--- src/rtl/agu_pkg.sv ---
package agu_pkg;

  typedef enum logic [2:0] {
    AM_OFS12        = 3'd0,
    AM_OFS32        = 3'd1,
    AM_REG          = 3'd2,
    AM_REG_OFS12    = 3'd3,
    AM_REG_DISP     = 3'd4,
    AM_REG_IDX      = 3'd5,
    AM_IDX_DISP     = 3'd6,
    AM_REG_IDX_DISP = 3'd7
  } amode_e;

  function automatic logic mode_uses_index(amode_e m);
    return (m == AM_REG_IDX) || (m == AM_IDX_DISP) || (m == AM_REG_IDX_DISP);
  endfunction

  function automatic logic mode_uses_base(amode_e m);
    return (m == AM_REG) || (m == AM_REG_OFS12) || (m == AM_REG_DISP) ||
           (m == AM_REG_IDX) || (m == AM_REG_IDX_DISP);
  endfunction

endpackage

--- src/rtl/agu_scaler.sv ---
module agu_scaler #(
  parameter int AW        = 32,
  parameter int SCW       = 3,
  parameter int MAX_SHIFT = 4
) (
  input  logic [AW-1:0]  index,
  input  logic [SCW-1:0] scale_code,
  output logic [AW-1:0]  scaled,
  output logic           scale_ok
);

  localparam int NSHIFT = MAX_SHIFT + 1;

  logic [AW-1:0] shifted [NSHIFT];

  // one candidate per legal shift amount
  for (genvar g = 0; g < NSHIFT; g++) begin : g_shift
    assign shifted[g] = index << g;
  end

  always_comb begin
    scaled   = '0;
    scale_ok = 1'b0;
    for (int k = 0; k < NSHIFT; k++) begin
      if (scale_code == SCW'(k)) begin
        scaled   = shifted[k];
        scale_ok = 1'b1;
      end
    end
  end

endmodule

--- src/rtl/agu_sum.sv ---
module agu_sum
  import agu_pkg::*;
#(
  parameter int AW = 32,
  parameter int OW = 12
) (
  input  amode_e        mode,
  input  logic [AW-1:0] base,
  input  logic [AW-1:0] scaled_index,
  input  logic [OW-1:0] short_ofs,
  input  logic [AW-1:0] disp,
  output logic [AW-1:0] sum
);

  logic [AW-1:0] base_term;
  logic [AW-1:0] idx_term;
  logic [AW-1:0] ofs_term;

  always_comb begin
    base_term = mode_uses_base(mode)  ? base         : '0;
    idx_term  = mode_uses_index(mode) ? scaled_index : '0;
    unique case (mode)
      AM_OFS12, AM_REG_OFS12:                          ofs_term = AW'(short_ofs);
      AM_OFS32, AM_REG_DISP, AM_IDX_DISP, AM_REG_IDX_DISP: ofs_term = disp;
      default:                                         ofs_term = '0;
    endcase
    sum = base_term + idx_term + ofs_term;
  end

endmodule

--- src/rtl/agu_out_reg.sv ---
module agu_out_reg #(
  parameter int AW = 32
) (
  input  logic          clk,
  input  logic          rst,
  input  logic          in_valid,
  output logic          in_ready,
  input  logic [AW-1:0] addr_d,
  input  logic          err_d,
  output logic          out_valid,
  input  logic          out_ready,
  output logic [AW-1:0] addr_q,
  output logic          err_q
);

  logic take;

  assign in_ready = !out_valid || out_ready;
  assign take     = in_valid && in_ready;

  always_ff @(posedge clk) begin
    if (rst) begin
      out_valid <= 1'b0;
      err_q     <= 1'b0;
    end else if (take) begin
      out_valid <= 1'b1;
      err_q     <= err_d;
    end else if (out_ready) begin
      out_valid <= 1'b0;
    end
  end

  // address register carries no reset so it maps onto plain fabric flops
  always_ff @(posedge clk) begin
    if (take) addr_q <= addr_d;
  end


  held_stable_chk: assert property (@(posedge clk) disable iff (rst)
    (out_valid && !out_ready) |=> (out_valid && $stable(addr_q) && $stable(err_q)));


  one_cycle_chk: assert property (@(posedge clk) disable iff (rst)
    take |=> out_valid);

endmodule

--- src/rtl/operand_addr_gen.sv ---
module operand_addr_gen
  import agu_pkg::*;
#(
  parameter int AW        = 32,
  parameter int OW        = 12,
  parameter int SCW       = 3,
  parameter int MAX_SHIFT = 4
) (
  input  logic           clk,
  input  logic           rst,
  input  logic           req_valid,
  output logic           req_ready,
  input  logic [2:0]     req_mode,
  input  logic [AW-1:0]  req_base,
  input  logic [AW-1:0]  req_index,
  input  logic [SCW-1:0] req_scale,
  input  logic [OW-1:0]  req_short_ofs,
  input  logic [AW-1:0]  req_disp,
  output logic           rsp_valid,
  input  logic           rsp_ready,
  output logic [AW-1:0]  rsp_addr,
  output logic           rsp_scale_err,
  output logic [1:0]     rsp_region,
  output logic           rsp_shared
);

  amode_e        mode;
  logic [AW-1:0] scaled;
  logic          scale_ok;
  logic [AW-1:0] ea;
  logic          err_d;

  assign mode  = amode_e'(req_mode);
  assign err_d = mode_uses_index(mode) && !scale_ok;

  agu_scaler #(.AW(AW), .SCW(SCW), .MAX_SHIFT(MAX_SHIFT)) u_scaler (
    .index      (req_index),
    .scale_code (req_scale),
    .scaled     (scaled),
    .scale_ok   (scale_ok)
  );

  agu_sum #(.AW(AW), .OW(OW)) u_sum (
    .mode         (mode),
    .base         (req_base),
    .scaled_index (scaled),
    .short_ofs    (req_short_ofs),
    .disp         (req_disp),
    .sum          (ea)
  );

  agu_out_reg #(.AW(AW)) u_out (
    .clk       (clk),
    .rst       (rst),
    .in_valid  (req_valid),
    .in_ready  (req_ready),
    .addr_d    (ea),
    .err_d     (err_d),
    .out_valid (rsp_valid),
    .out_ready (rsp_ready),
    .addr_q    (rsp_addr),
    .err_q     (rsp_scale_err)
  );

  assign rsp_region = rsp_addr[AW-1:AW-2];
  assign rsp_shared = &rsp_region;


  block_input_chk: assert property (@(posedge clk) disable iff (rst)
    (rsp_valid && !rsp_ready) |-> !req_ready);


  scale_err_chk: assert property (@(posedge clk) disable iff (rst)
    (req_valid && req_ready && req_mode >= 3'd5 && req_scale > SCW'(MAX_SHIFT))
      |=> rsp_scale_err);


  reg_indirect_chk: assert property (@(posedge clk) disable iff (rst)
    (req_valid && req_ready && req_mode == 3'd2) |=> (rsp_addr == $past(req_base)));


  no_idx_err_chk: assert property (@(posedge clk) disable iff (rst)
    (req_valid && req_ready && req_mode < 3'd5) |=> !rsp_scale_err);

endmodule

--- config.mk ---
export PLATFORM = sky130hd
export DESIGN_NAME = operand_addr_gen
export DESIGN_NICKNAME = d
export VERILOG_FILES = /design/src/rtl/agu_pkg.sv /design/src/rtl/agu_scaler.sv /design/src/rtl/agu_sum.sv /design/src/rtl/agu_out_reg.sv /design/src/rtl/operand_addr_gen.sv
export SDC_FILE = /design/constraint.sdc
export NUM_CORES = 1
export LEC_CHECK = 0
export ABC_AREA = 1
export BUFFER_PORTS_ARGS = -buffer_cell sky130_fd_sc_hd__buf_2
export CAP_MARGIN = 20
export CORE_ASPECT_RATIO = 0.75
export CORE_MARGIN = 2
export CORE_UTILIZATION = 50
export CTS_CLUSTER_DIAMETER = 200
export DETAILED_ROUTE_END_ITERATION = 8
export PLACE_DENSITY = 0.76
export SYNTH_ARGS = -nofsm -noshare
export SYNTH_HDL_FRONTEND = slang
export SYNTH_HIERARCHICAL = 1
export SYNTH_SLANG_ARGS = --single-unit
--- constraint.sdc ---
create_clock -name clk -period 6.5 [get_ports clk]
set_input_delay 0.65 -clock clk [delete_from_list [all_inputs] [get_ports clk]]
set_output_delay 0.65 -clock clk [all_outputs]
set_load 0.03 [all_outputs]
# After elaboration in Yosys (flattened, before gate mapping)
# Cells that the tools add are included.
totals:
  ff_bits: 34
  elab_cells: 48
  output_inout_bits: 38
  input_bits: 118
op_classes:
  eq_ne: 11
  n_mux: 15
  add_sub_neg: 2
  reduce_logical: 17
ops:
  columns: ["op", "count"]
  rows:
  - ["32-bit two-way mux", 7]
  - ["32-bit adder", 2]
  - ["32-bit case mux with 2 select lines", 1]
  - ["3-bit == test (second input constant)", 5]
  - ["3-bit by 2-bit == test with 1-bit output (second input constant)", 4]
  - ["1-bit logical OR", 7]
  - ["1-bit two-way mux", 7]
  - ["3-bit by 1-bit == test with 1-bit output (second input constant)", 2]
  - ["3-bit zero test", 2]
  - ["4-bit OR reduction", 1]
  - ["1-bit logical AND", 2]
  - ["1-bit zero test", 2]
  - ["2-bit AND reduction", 1]
  - ["2-bit nonzero test", 1]
  - ["2-bit OR reduction", 1]

# Longest topological paths before layout
# Gate-level depths: netlist (run 1).
depth:
  ltp_word: 9
  mapped_depth: 23
  depth_no_buf: 21

# Cells and area by module
# Netlist (run 1), hierarchy kept.
by_module_without_submodules:
  columns: ["mod", "area_per_inst_um2", "cells_each", "seq_area_each_um2", "n_inst"]
  rows:
  - ["agu_sum", 3682.3, 682, 0.0, 1]
  - ["agu_scaler", 1395.1, 312, 0.0, 1]
  - ["agu_out_reg", 1054.8, 45, 1001.0, 1]
  - ["operand_addr_gen", 37.5, 8, 0.0, 1]

# Worst setup path before layout (run 1)
# No wires, ideal clock.
synth_timing:
  kind: "input to register"
  startpoint: "input req_scale[0]"
  endpoint: "register u_out.addr_q[28] (data pin)"
  n_path_buf: 2
  setup_ps: 252
  slack_ps: 3108
  t_required_ps: 6248
  arrival_ps: 3140
  path_stages: 19
  path_cell_list: "buf_6 nor2_4 nand2_4 clkinv_2 buf_6 a21oi_1 nor2_1 inv_1 nor2_1 fa_1 ha_1 or2_1 and2_4 nand3_1 nand3b_1 nand2_1 nand2_1 nand2_1 nand2_1"
synth_between:
  elab_chain_cells: 9
  elab_cells_between_ends: 13
  classes_between: "add/sub (2); eq/ne (4); mux (6); reduce/logical (1)"
synth_rtl:
  columns: ["element", "line_no", "text"]
  rows:
  - ["start: declaration", "operand_addr_gen.sv:16", "input logic [SCW-1:0] req_scale,"]
  - ["3-bit zero test", "agu_scaler.sv:25", "if (scale_code == SCW'(k)) begin"]
  - ["32-bit two-way mux (4 in a row)", "agu_scaler.sv:25", null]
  - ["32-bit two-way mux (*)", "agu_scaler.sv:25", null]
  - ["via scaled[3]", "operand_addr_gen.sv:28", "logic [AW-1:0] scaled;"]
  - ["32-bit two-way mux (*)", "agu_sum.sv:21", "idx_term = mode_uses_index(mode) ? scaled_index : '0;"]
  - ["32-bit adder (*) (2 in a row)", "agu_sum.sv:27", "sum = base_term + idx_term + ofs_term;"]
  - ["via ea[28]", "operand_addr_gen.sv:30", "logic [AW-1:0] ea;"]
  - ["end signal: assignment", "agu_out_reg.sv:35", "if (take) addr_q <= addr_d;"]
  - ["end: declaration", "agu_out_reg.sv:12", "output logic [AW-1:0] addr_q,"]
# The timed path passes the listed nets; every way through them passes the cells marked *.
# A chain may end at the register's enable or synchronous reset.

# Worst setup path after layout (run 1)
layout_timing:
  startpoint: "input req_scale[2]"
  endpoint: "register u_out.addr_q[29] (data pin)"
# The elaborated chain is that of the path after synthesis.

==> impl_metrics.ini, run 1 <==
[setup_path]
r2r_setup_slack_ns = 5.18
crit_fanout = 27
start_kind = primary input
crit_chain = buf_2, inv_4, nand2_1, nor2_1, buf_4, nand2_1, nand2_1, nor2_1, nand2_1, nand2_1, fa_1, inv_1, ha_1, nand2_2, nor2_1, nand2_1, nor3_1, nand2_1, nand3_1, nand2_1
crit_path_top_delay_cell = fa_1
crit_path_start = req_scale[2]
arrival_ns = 4.21
crit_type = in2reg
cpMostUsedCell = nand2_1
max_stage_delay_ns = 0.53
r2r-start = u_out/out_valid
cp-end-kind = flop
cp_data_required_time_ns = 6.53

[die]
die_y_um = 100
row_count = 35
core_um2 = 12200
ios = 156
dieArea_um2 = 13300
initial_utilization = 0.507
die_w_um = 132

[drt]
drt-initial-drc-count = 471
wl_um = 18000
avgViaCountPerCell = 4.95
ant_nets = 0
dr.pass1.iters = 5
drc = 0
via_count = 6687
routedWlPerCell_um = 13.4

[final_layout]
regArea_um2 = 1000
antenna_cells = 0
finalInstanceArea_um2 = 7170
layout.nets = 1366
syn2layout_area_growth_pct = 16.2
layout-drive-gt1-share = 0.186
fin_cells = 1351
multi_input_area_um2 = 4190
nFillCells = 1255

[synthesis]
ys.flop_type = edfxtp_1
synthArstFlopShare = 0
ys_ff_latch = 34
synthesis.area_um2 = 6170
yosysWarnings = 6
synth_edf_count = 32
ys_seq_area_frac = 0.162
ys_types = 37
synth.net_count = 1227
synth_area_per_cell_um2 = 5.89
syn_inst = 1047

[cts]
hold_buffers = 0
tritoncts = done
cts-root-buf = clkbuf_16
clockBufferDepth = 2
cts_resized = 0
cts_made_buffers = 5
htree_levels = 2
clock_latency_ns = 0.28
cts_setup_buffers = 0
path_clk_slew_ns = 0.06
cts_num_sinks = 34

[placement]
placed_area_um2 = 7010
placed_cells = 1344
gp_congestion = 0.973
hpwl_um = 14800
place_ws_ns = 2.10
portBuffers = 155

[timing]
drv_slew = 0
fin_crit_ns = 4.18
finalSetupTns_ns = 0
hold_viol_final = 0
post-route-period-util = 0.643
finClkSkew_ns = 0.00784
setup_viol = 0
layout_setup_ws_ns = 2.32
max_freq_mhz = 239
slew_headroom = 0.504
rsz0062_at_grt = false
tightest_slew_ns = 0.743

[power]
p_per_area_nw_per_um2 = 179
power.leakage_nw = 4.35
max-vdd-ir-drop_uv = 123

[global_routing]
grt_pass1_vias = 6087
grt_pass1_wl_um = 29400
antenna_found_initial = 0
grt_overflow = 0
grt_usage = 0.275
grt_max_degree = 34

[hold_path]
worstHoldStart = u_out/err_q
min_path_type = reg2reg

[run]
cap_violations = 0

[run_status]
status = finished, final reports clean
metrics by stage:
| step | utilization | total power [mW] | hold slack (ns) |
|---|---|---|---|
| after global routing | 0.589 | 1.39 | 0.538 |
| after detailed placement | 0.576 | 1.06 | 0.494 |
| after floorplan | - | 0.851 | 0.625 |
| after CTS | 0.586 | 1.28 | 0.506 |
| final | 0.589 | 1.28 | 0.512 |
| after global placement | 0.576 | 1.05 | 0.497 |
critical path, delay by kind of cell:
kind,cells,cell delay [ns]
and+or+nand+nor,14,1.88
adders and majority gates,2,0.94
buffers and inverters,4,0.74
synth_stat cells (12+ instances only):
library cell / n / area share
inv_1: 199 / 0.12
o21ai_0: 12 / 0.0097
ha_1: 30 / 0.061
nand4_1: 19 / 0.019
nand3_1: 51 / 0.041
nor2_1: 111 / 0.068
nand2_2: 15 / 0.015
a32o_1: 12 / 0.019
inv_2: 17 / 0.010
edfxtp_1: 32 / 0.16
fa_1: 32 / 0.10
nand2_1: 408 / 0.25
xor2_1: 14 / 0.020
a21oi_1: 24 / 0.019
cell type report:
class | instances | area share
clock buffer | 5 | 0.0175
clock inverter | 1 | 0.000524
inverter | 218 | 0.115
multi-input combinational | 769 | 0.584
sequential | 34 | 0.140
tap | 166 | 0.0290
timing repair buffer | 158 | 0.114
report_power, final:
part	leakage (nW)	internal [mW]	switching, mW	total, mW
sequential	0.329	0.306	0.0118	0.317
combinational	3.95	0.242	0.505	0.747
clock	0.0632	0.136	0.0832	0.219
total	4.35	0.684	0.600	1.28
path summary, 6_finish.rpt:
kind,cells past startpoint,end
max,20,u_out/addr_q[29]
min,2,u_out/err_q
max reg2reg,2,u_out/addr_q[20]
min reg2reg,2,u_out/err_q
registers in the layout, indices dropped and copies added (netlist names):
| name | flops |
|---|---|
| u_out/out_valid | 1 |
| u_out/err_q | 1 |
| u_out/addr_q | 32 |
cell families after synthesis:
family                   after synthesis  share of synthesized area
AO/OA/AOI/OAI                         67                     0.0736
adder cells (fa/ha/maj)               62                      0.165
XOR/XNOR                              14                     0.0199
flip-flops                            34                      0.162
AND/OR/NAND/NOR                      626                      0.419
buffers and inverters                244                      0.161
layer usage:
metal	global-route usage	vias to the layer above	wire, um
met3	0.0439	19	1590
met5	0	-	0
met1	0.388	2927	8490
li1	-	3450	-
met2	0.452	291	7760
met4	0.0505	0	201
placed cells by master (no fill, tap or decap), types with 19 or more instances in the layout:
cell and instances:
nand2_1 408, fa_1 32, nand4_1 19, edfxtp_1 32, buf_2 155, nand3_1 51
a21oi_1 23, nor2_1 111, inv_1 199, ha_1 30
Power figures use the tool's default switching activity.
==> run 2: changes to the inputs <==
==> constraint.sdc (replaced) <==
create_clock -name clk -period 3.9 [get_ports clk]
set_input_delay 0.39 -clock clk [delete_from_list [all_inputs] [get_ports clk]]
set_output_delay 0.39 -clock clk [all_outputs]
set_load 0.03 [all_outputs]
==> run 2 against run 1 <==
Effect of this change:
- cell count is 1.3% higher
- worst hold slack got worse by 0.23 ns
- design area is 1.9% higher
==> impl_metrics.ini, run 2 (synthesis gave the netlist of run 1 again) <==
[cts]
cts_num_sinks = 34
cts-root-buf = clkbuf_16
clockBufferDepth = 2
cts_made_buffers = 5
hold_buffers = 0
path_clk_slew_ns = 0.05
tritoncts = done
cts_setup_buffers = 0
cts_resized = 0
htree_levels = 2
clock_latency_ns = 0.28

[timing]
layout_setup_ws_ns = 0.395
hold_viol_final = 0
tightest_slew_ns = 0.391
setup_viol = 0
rsz0062_at_grt = false
max_freq_mhz = 285
drv_slew = 0
post-route-period-util = 0.899
fin_crit_ns = 3.51
slew_headroom = 0.739
finClkSkew_ns = 0.00627
finalSetupTns_ns = 0

[placement]
hpwl_um = 15400
place_ws_ns = 0.177
placed_cells = 1359
placed_area_um2 = 7150
portBuffers = 155
gp_congestion = 0.985

[die]
core_um2 = 12200
die_w_um = 132
dieArea_um2 = 13300
ios = 156
initial_utilization = 0.507
row_count = 35
die_y_um = 100

[final_layout]
layout.nets = 1381
syn2layout_area_growth_pct = 18.4
layout-drive-gt1-share = 0.197
largest_reg_flops = 32
max_flop_register = u_out/addr_q
final_util = 0.600
nFillCells = 1237
layout_commonest_cell = nand2_1
fin_cells = 1368
antenna_cells = 0
finalInstanceArea_um2 = 7310
top_regs = u_out/addr_q x32, u_out/err_q x1, u_out/out_valid x1
layout_common_cells = nand2_1, inv_1, buf_2

[global_routing]
antenna_found_initial = 0
grt_usage = 0.284
grt_pass1_vias = 6286
grt_max_degree = 33
grt_overflow = 0
grt_pass1_wl_um = 30200

[drt]
drc = 0
dr.pass1.iters = 5
drt-initial-drc-count = 607
ant_nets = 0
avgViaCountPerCell = 4.95
wl_um = 18400
via_count = 6773
routedWlPerCell_um = 13.4

[setup_path]
crit_fanout = 18
start_kind = primary input
cp-end-kind = flop
crit_type = in2reg
crit_chain = buf_2, inv_2, nor2_1, buf_4, nand2_1, nand2_1, nor2_1, nand2_1, nand2_1, fa_1, inv_1, ha_1, nand2_1, nor2_1, nand2_1, nor2_1, nand2_1, nand4_1, nand2_1
max_stage_delay_ns = 0.51
r2r-end = u_out/addr_q[24]
arrival_ns = 3.52
r2r_cells = 2
r2r_setup_slack_ns = 2.76
r2r-start = u_out/out_valid
cp_data_required_time_ns = 3.91
cpMostUsedCell = nand2_1
crit_path_top_delay_cell = fa_1

[power]
power.leakage_nw = 4.43
max-vdd-ir-drop_uv = 184
p_per_area_nw_per_um2 = 298

[hold_path]
min_path_type = in2reg
worstHoldStart = rst
min_path_cells = 2
min_delay_worst_endpoint = u_out/out_valid

[run]
cap_violations = 0

[run_status]
status = finished, final reports clean
run 2: cell count changes in the layout (fill, tap and decap cells not counted), sizes merged:
| cell | delta |
|---|---|
| clkbuf | +1 |
| buf | +15 |
| clkinv | +1 |
run 2: area by class of cell:
cell class                 count  area [um2]  share of cell area
clock buffer                   6         129              0.0176
inverter                     218         822               0.113
clock inverter                 2        8.76             0.00120
sequential                    34        1000               0.137
multi-input combinational    769        4190               0.573
tap                          166         208              0.0284
timing repair buffer         173         948               0.130
run 2: worst max-delay path by stage:
stage,endpoint,from,slack (ns),depth (start not counted)
after floorplan,u_out/addr_q[28],req_scale[0],0.77,19
after global placement,u_out/addr_q[24],req_scale[0],0.25,19
after detailed placement,u_out/addr_q[24],req_scale[0],0.18,19
after CTS,u_out/addr_q[24],req_scale[0],0.47,19
after global routing,u_out/addr_q[24],req_scale[0],0.12,19
final,u_out/addr_q[24],req_scale[0],0.39,19
run 2: layer usage:
| metal | part of all wire | GRT usage | up-vias |
|---|---|---|---|
| met5 | 0 | 0 | - |
| met4 | 0.017 | 0.0720 | 0 |
| met3 | 0.093 | 0.0515 | 24 |
| met2 | 0.42 | 0.470 | 283 |
| met1 | 0.47 | 0.388 | 2986 |
| li1 | - | - | 3480 |
run 2: metrics by stage:
stage | hold slack [ns] | power, mW
floorplan | 0.459 | 1.42
global placement | 0.459 | 1.77
detailed placement | 0.472 | 1.78
CTS | 0.280 | 2.17
global route | 0.285 | 2.35
finish | 0.287 | 2.18
run 2: critical path, delay by kind of cell:
kind,cells,cell delay (ns)
buffers and inverters,4,0.67
AND/OR/NAND/NOR,13,1.56
adder cells (fa/ha/maj),2,0.89
run 2: power by group:
group | internal, mW | total, mW | switching (mW)
logic | 0.418 | 1.26 | 0.845
clock network | 0.233 | 0.382 | 0.149
registers | 0.509 | 0.529 | 0.0202
total | 1.16 | 2.18 | 1.01
==> run 3: changes to the inputs <==
--- a/config.mk
+++ b/config.mk
@@ -5,7 +5,6 @@
 export SDC_FILE = /design/constraint.sdc
 export NUM_CORES = 1
 export LEC_CHECK = 0
-export ABC_AREA = 1
 export BUFFER_PORTS_ARGS = -buffer_cell sky130_fd_sc_hd__buf_2
 export CAP_MARGIN = 20
 export CORE_ASPECT_RATIO = 0.75
@@ -13,7 +12,8 @@
 export CORE_UTILIZATION = 50
 export CTS_CLUSTER_DIAMETER = 200
 export DETAILED_ROUTE_END_ITERATION = 8
-export PLACE_DENSITY = 0.76
+export PLACE_DENSITY = 0.77
+export SLEW_MARGIN = 20
 export SYNTH_ARGS = -nofsm -noshare
 export SYNTH_HDL_FRONTEND = slang
 export SYNTH_HIERARCHICAL = 1
==> constraint.sdc (replaced) <==
create_clock -name clk -period 3.85 [get_ports clk]
set_input_delay 0.385 -clock clk [delete_from_list [all_inputs] [get_ports clk]]
set_output_delay 0.385 -clock clk [all_outputs]
set_load 0.03 [all_outputs]
==> run 3 against run 2 <==
Effect of this change:
- total power grew 20%
- critical path depth shrank 4
- area after synthesis shrank 12%
- combinational power grew 25%
- non-clock buffer count grew 106
- synthesized cell count shrank 40%
- setup slack lost 0.36 ns
- sequential share of layout area shrank 0.56 points
- highest routed layer unchanged
==> impl_metrics.ini, run 3 <==
[run_status]
status = finished, final reports clean

[die]
row_count = 32
die_w_um = 125
dieArea_um2 = 11800
initial_utilization = 0.522
die_y_um = 94.4
ios = 156
core_um2 = 10500

[cts]
tritoncts = done
path_clk_slew_ns = 0.06
cts_made_buffers = 5
cts-root-buf = clkbuf_16
clockBufferDepth = 2
clock_latency_ns = 0.29
cts_num_sinks = 34
htree_levels = 2
hold_buffers = 0

[run]
cap_violations = 0

[setup_path]
crit_fanout = 5
max_stage_delay_ns = 0.42
cp_data_required_time_ns = 3.89
cp-end-kind = flop
arrival_ns = 3.85
crit_chain = buf_6, nand2b_4, xnor2_4, buf_4, a22o_1, fa_2, ha_4, fa_2, a211oi_4, o21a_1, nor3_2, or3b_4, o31a_1, a21boi_2, xnor2_1
r2r-end = u_out/addr_q[13]
r2r-start = u_out/out_valid
r2r_setup_slack_ns = 2.29
crit_type = in2reg
start_kind = primary input
crit_path_top_delay_cell = fa_2
r2r_cells = 2
cpMostUsedCell = fa_2

[synthesis]
yosys.area.top_type = edfxtp_1
yosys-top-cells-area = edfxtp_1, fa_1, nand2_1
yosysMostFrequentCell = nand2_1
syn_inst = 633
yosysWarnings = 6
synth_area_per_cell_um2 = 8.61
ys_ff_latch = 34
synth_top_area_frac = 0.176
synthArstFlopShare = 0
synth_edf_count = 32
ys_seq_area_frac = 0.184
synthesis.area_um2 = 5450
ys_types = 64
synth.net_count = 813
synthTopCellsByCount = nand2_1, inv_1, nor2_1
ys.flop_type = edfxtp_1

[drt]
wl_met3_um = 1300
ant_nets = 0
routedWlPerCell_um = 17.0
wl_um = 17300
wl_met2_um = 7920
avgViaCountPerCell = 5.63
via_count = 5731
wl_met1_um = 7810
drt-initial-drc-count = 452
dr.pass1.iters = 6
top_layer = met4
drc = 0

[placement]
portBuffers = 155
place_ws_ns = -0.539
gp_congestion = 0.908
hpwl_um = 13300
placed_area_um2 = 6940

[final_layout]
syn2layout_area_growth_pct = 39.7
layout_commonest_cell = buf_2
nFillCells = 793
final_util = 0.729
max_flop_register = u_out/addr_q
antenna_cells = 0
finalInstanceArea_um2 = 7610
layout-drive-gt1-share = 0.410
largest_reg_flops = 32
top_regs = u_out/addr_q x32, u_out/err_q x1, u_out/out_valid x1
layout.nets = 1061
layout_common_cells = buf_2, buf_4, nand2_1

[hold_path]
min_path_type = in2reg
worstHoldStart = rst
min_path_cells = 2
min_delay_worst_endpoint = u_out/err_q

[timing]
tightest_slew_ns = 0.908
hold_viol_final = 0
slew_headroom = 0.394
post-route-period-util = 0.990
max_freq_mhz = 262
setup_viol = 0
finClkSkew_ns = 0.00472
drv_slew = 0
rsz0062_at_grt = true
layout_setup_ws_ns = 0.0378
fin_crit_ns = 3.81

[power]
power.leakage_nw = 3.98
p_per_area_nw_per_um2 = 343
total_power_mw = 2.61
max-vdd-ir-drop_uv = 171

[global_routing]
grt_pass1_wl_um = 26800
grt_max_degree = 33
grt_usage = 0.282
antenna_found_initial = 0
grt_overflow = 0
grt_pass1_vias = 5605
[run 3: cell types whose count changed in the layout (fill, tap and decap cells not counted), moves of 15 or more]
cell     change
nand4_1     -15
inv_2       -15
xnor2_1     +16
a21o_1      +17
mux2i_1     +28
a221o_1     +28
inv_1      -137
mux2_4      +21
nand3_1     -44
nor2_1      -69
buf_4       +92
nand2_1    -313
[run 3: how the worst max path moves through the flow]
stage | start | slack (ns) | end | depth (start not counted)
finish | req_mode[1] | 0.04 | u_out/addr_q[29] | 15
global route | req_scale[2] | -0.07 | u_out/addr_q[29] | 15
CTS | req_mode[1] | -0.01 | u_out/addr_q[21] | 15
detailed placement | req_mode[1] | -0.54 | u_out/addr_q[29] | 15
global placement | req_mode[1] | -0.40 | u_out/addr_q[29] | 15
floorplan | req_scale[2] | -0.20 | u_out/addr_q[25] | 16
[run 3: through the flow]
step	hold WS (ns)	TNS (ns)	std cells
after detailed placement	0.522	-5.14	985
after CTS	0.269	-0.0203	999
after global routing	0.272	-0.253	1018
after floorplan	0.447	-0.561	633
after global placement	0.515	-4.31	985
final	0.270	0	1018
[run 3: cell families after synthesis]
kind of cell / synth area share
multiplexers: 0.124
XOR/XNOR: 0.0523
adder cells (fa/ha/maj): 0.186
AO/OA/AOI/OAI: 0.203
buffers and inverters: 0.0891
AND/OR/NAND/NOR: 0.162
flip-flops: 0.184
[run 3: per-layer routing]
metal / track usage / up-vias
li1: - / 2715
met1: 0.385 / 2704
met2: 0.469 / 278
met3: 0.0425 / 34
met4: 0.0824 / 0
met5: 0 / -
[run 3: timing repair]
| action | CTS | global route |
|---|---|---|
| endpoints found under the setup margin | 11 | 14 |
| endpoints found under the hold margin | 0 | 0 |
| cloned | 1 | 2 |
| setup buffers | 5 | 18 |
| gates resized for setup | 14 | 69 |
| pin swaps | 6 | 24 |
[run 3: critical path, delay by kind of cell]
| family | cells | cell delay (ns) |
|---|---|---|
| AO/OA/AOI/OAI | 5 | 1.34 |
| adder cells (fa/ha/maj) | 3 | 1.01 |
| AND/OR/NAND/NOR | 3 | 0.61 |
| buffers and inverters | 2 | 0.25 |
| XOR/XNOR | 2 | 0.24 |
[run 3: area by class of cell]
cell class                      instances  area [um2]  share of cell area
Clock buffer                            5         125              0.0164
Timing Repair Buffer                  279        1870               0.245
Inverter                               64         240              0.0315
Multi-Input combinational cell        497        4160               0.547
Clock inverter                          3        45.0             0.00592
Tap cell                              136         170              0.0223
Sequential cell                        34        1000               0.131
[run 3: power breakdown]
| part | internal, mW | leakage (nW) | switching [mW] |
|---|---|---|---|
| Sequential | 0.523 | 0.328 | 0.0183 |
| Clock | 0.306 | 0.0760 | 0.179 |
| Combinational | 0.713 | 3.57 | 0.871 |
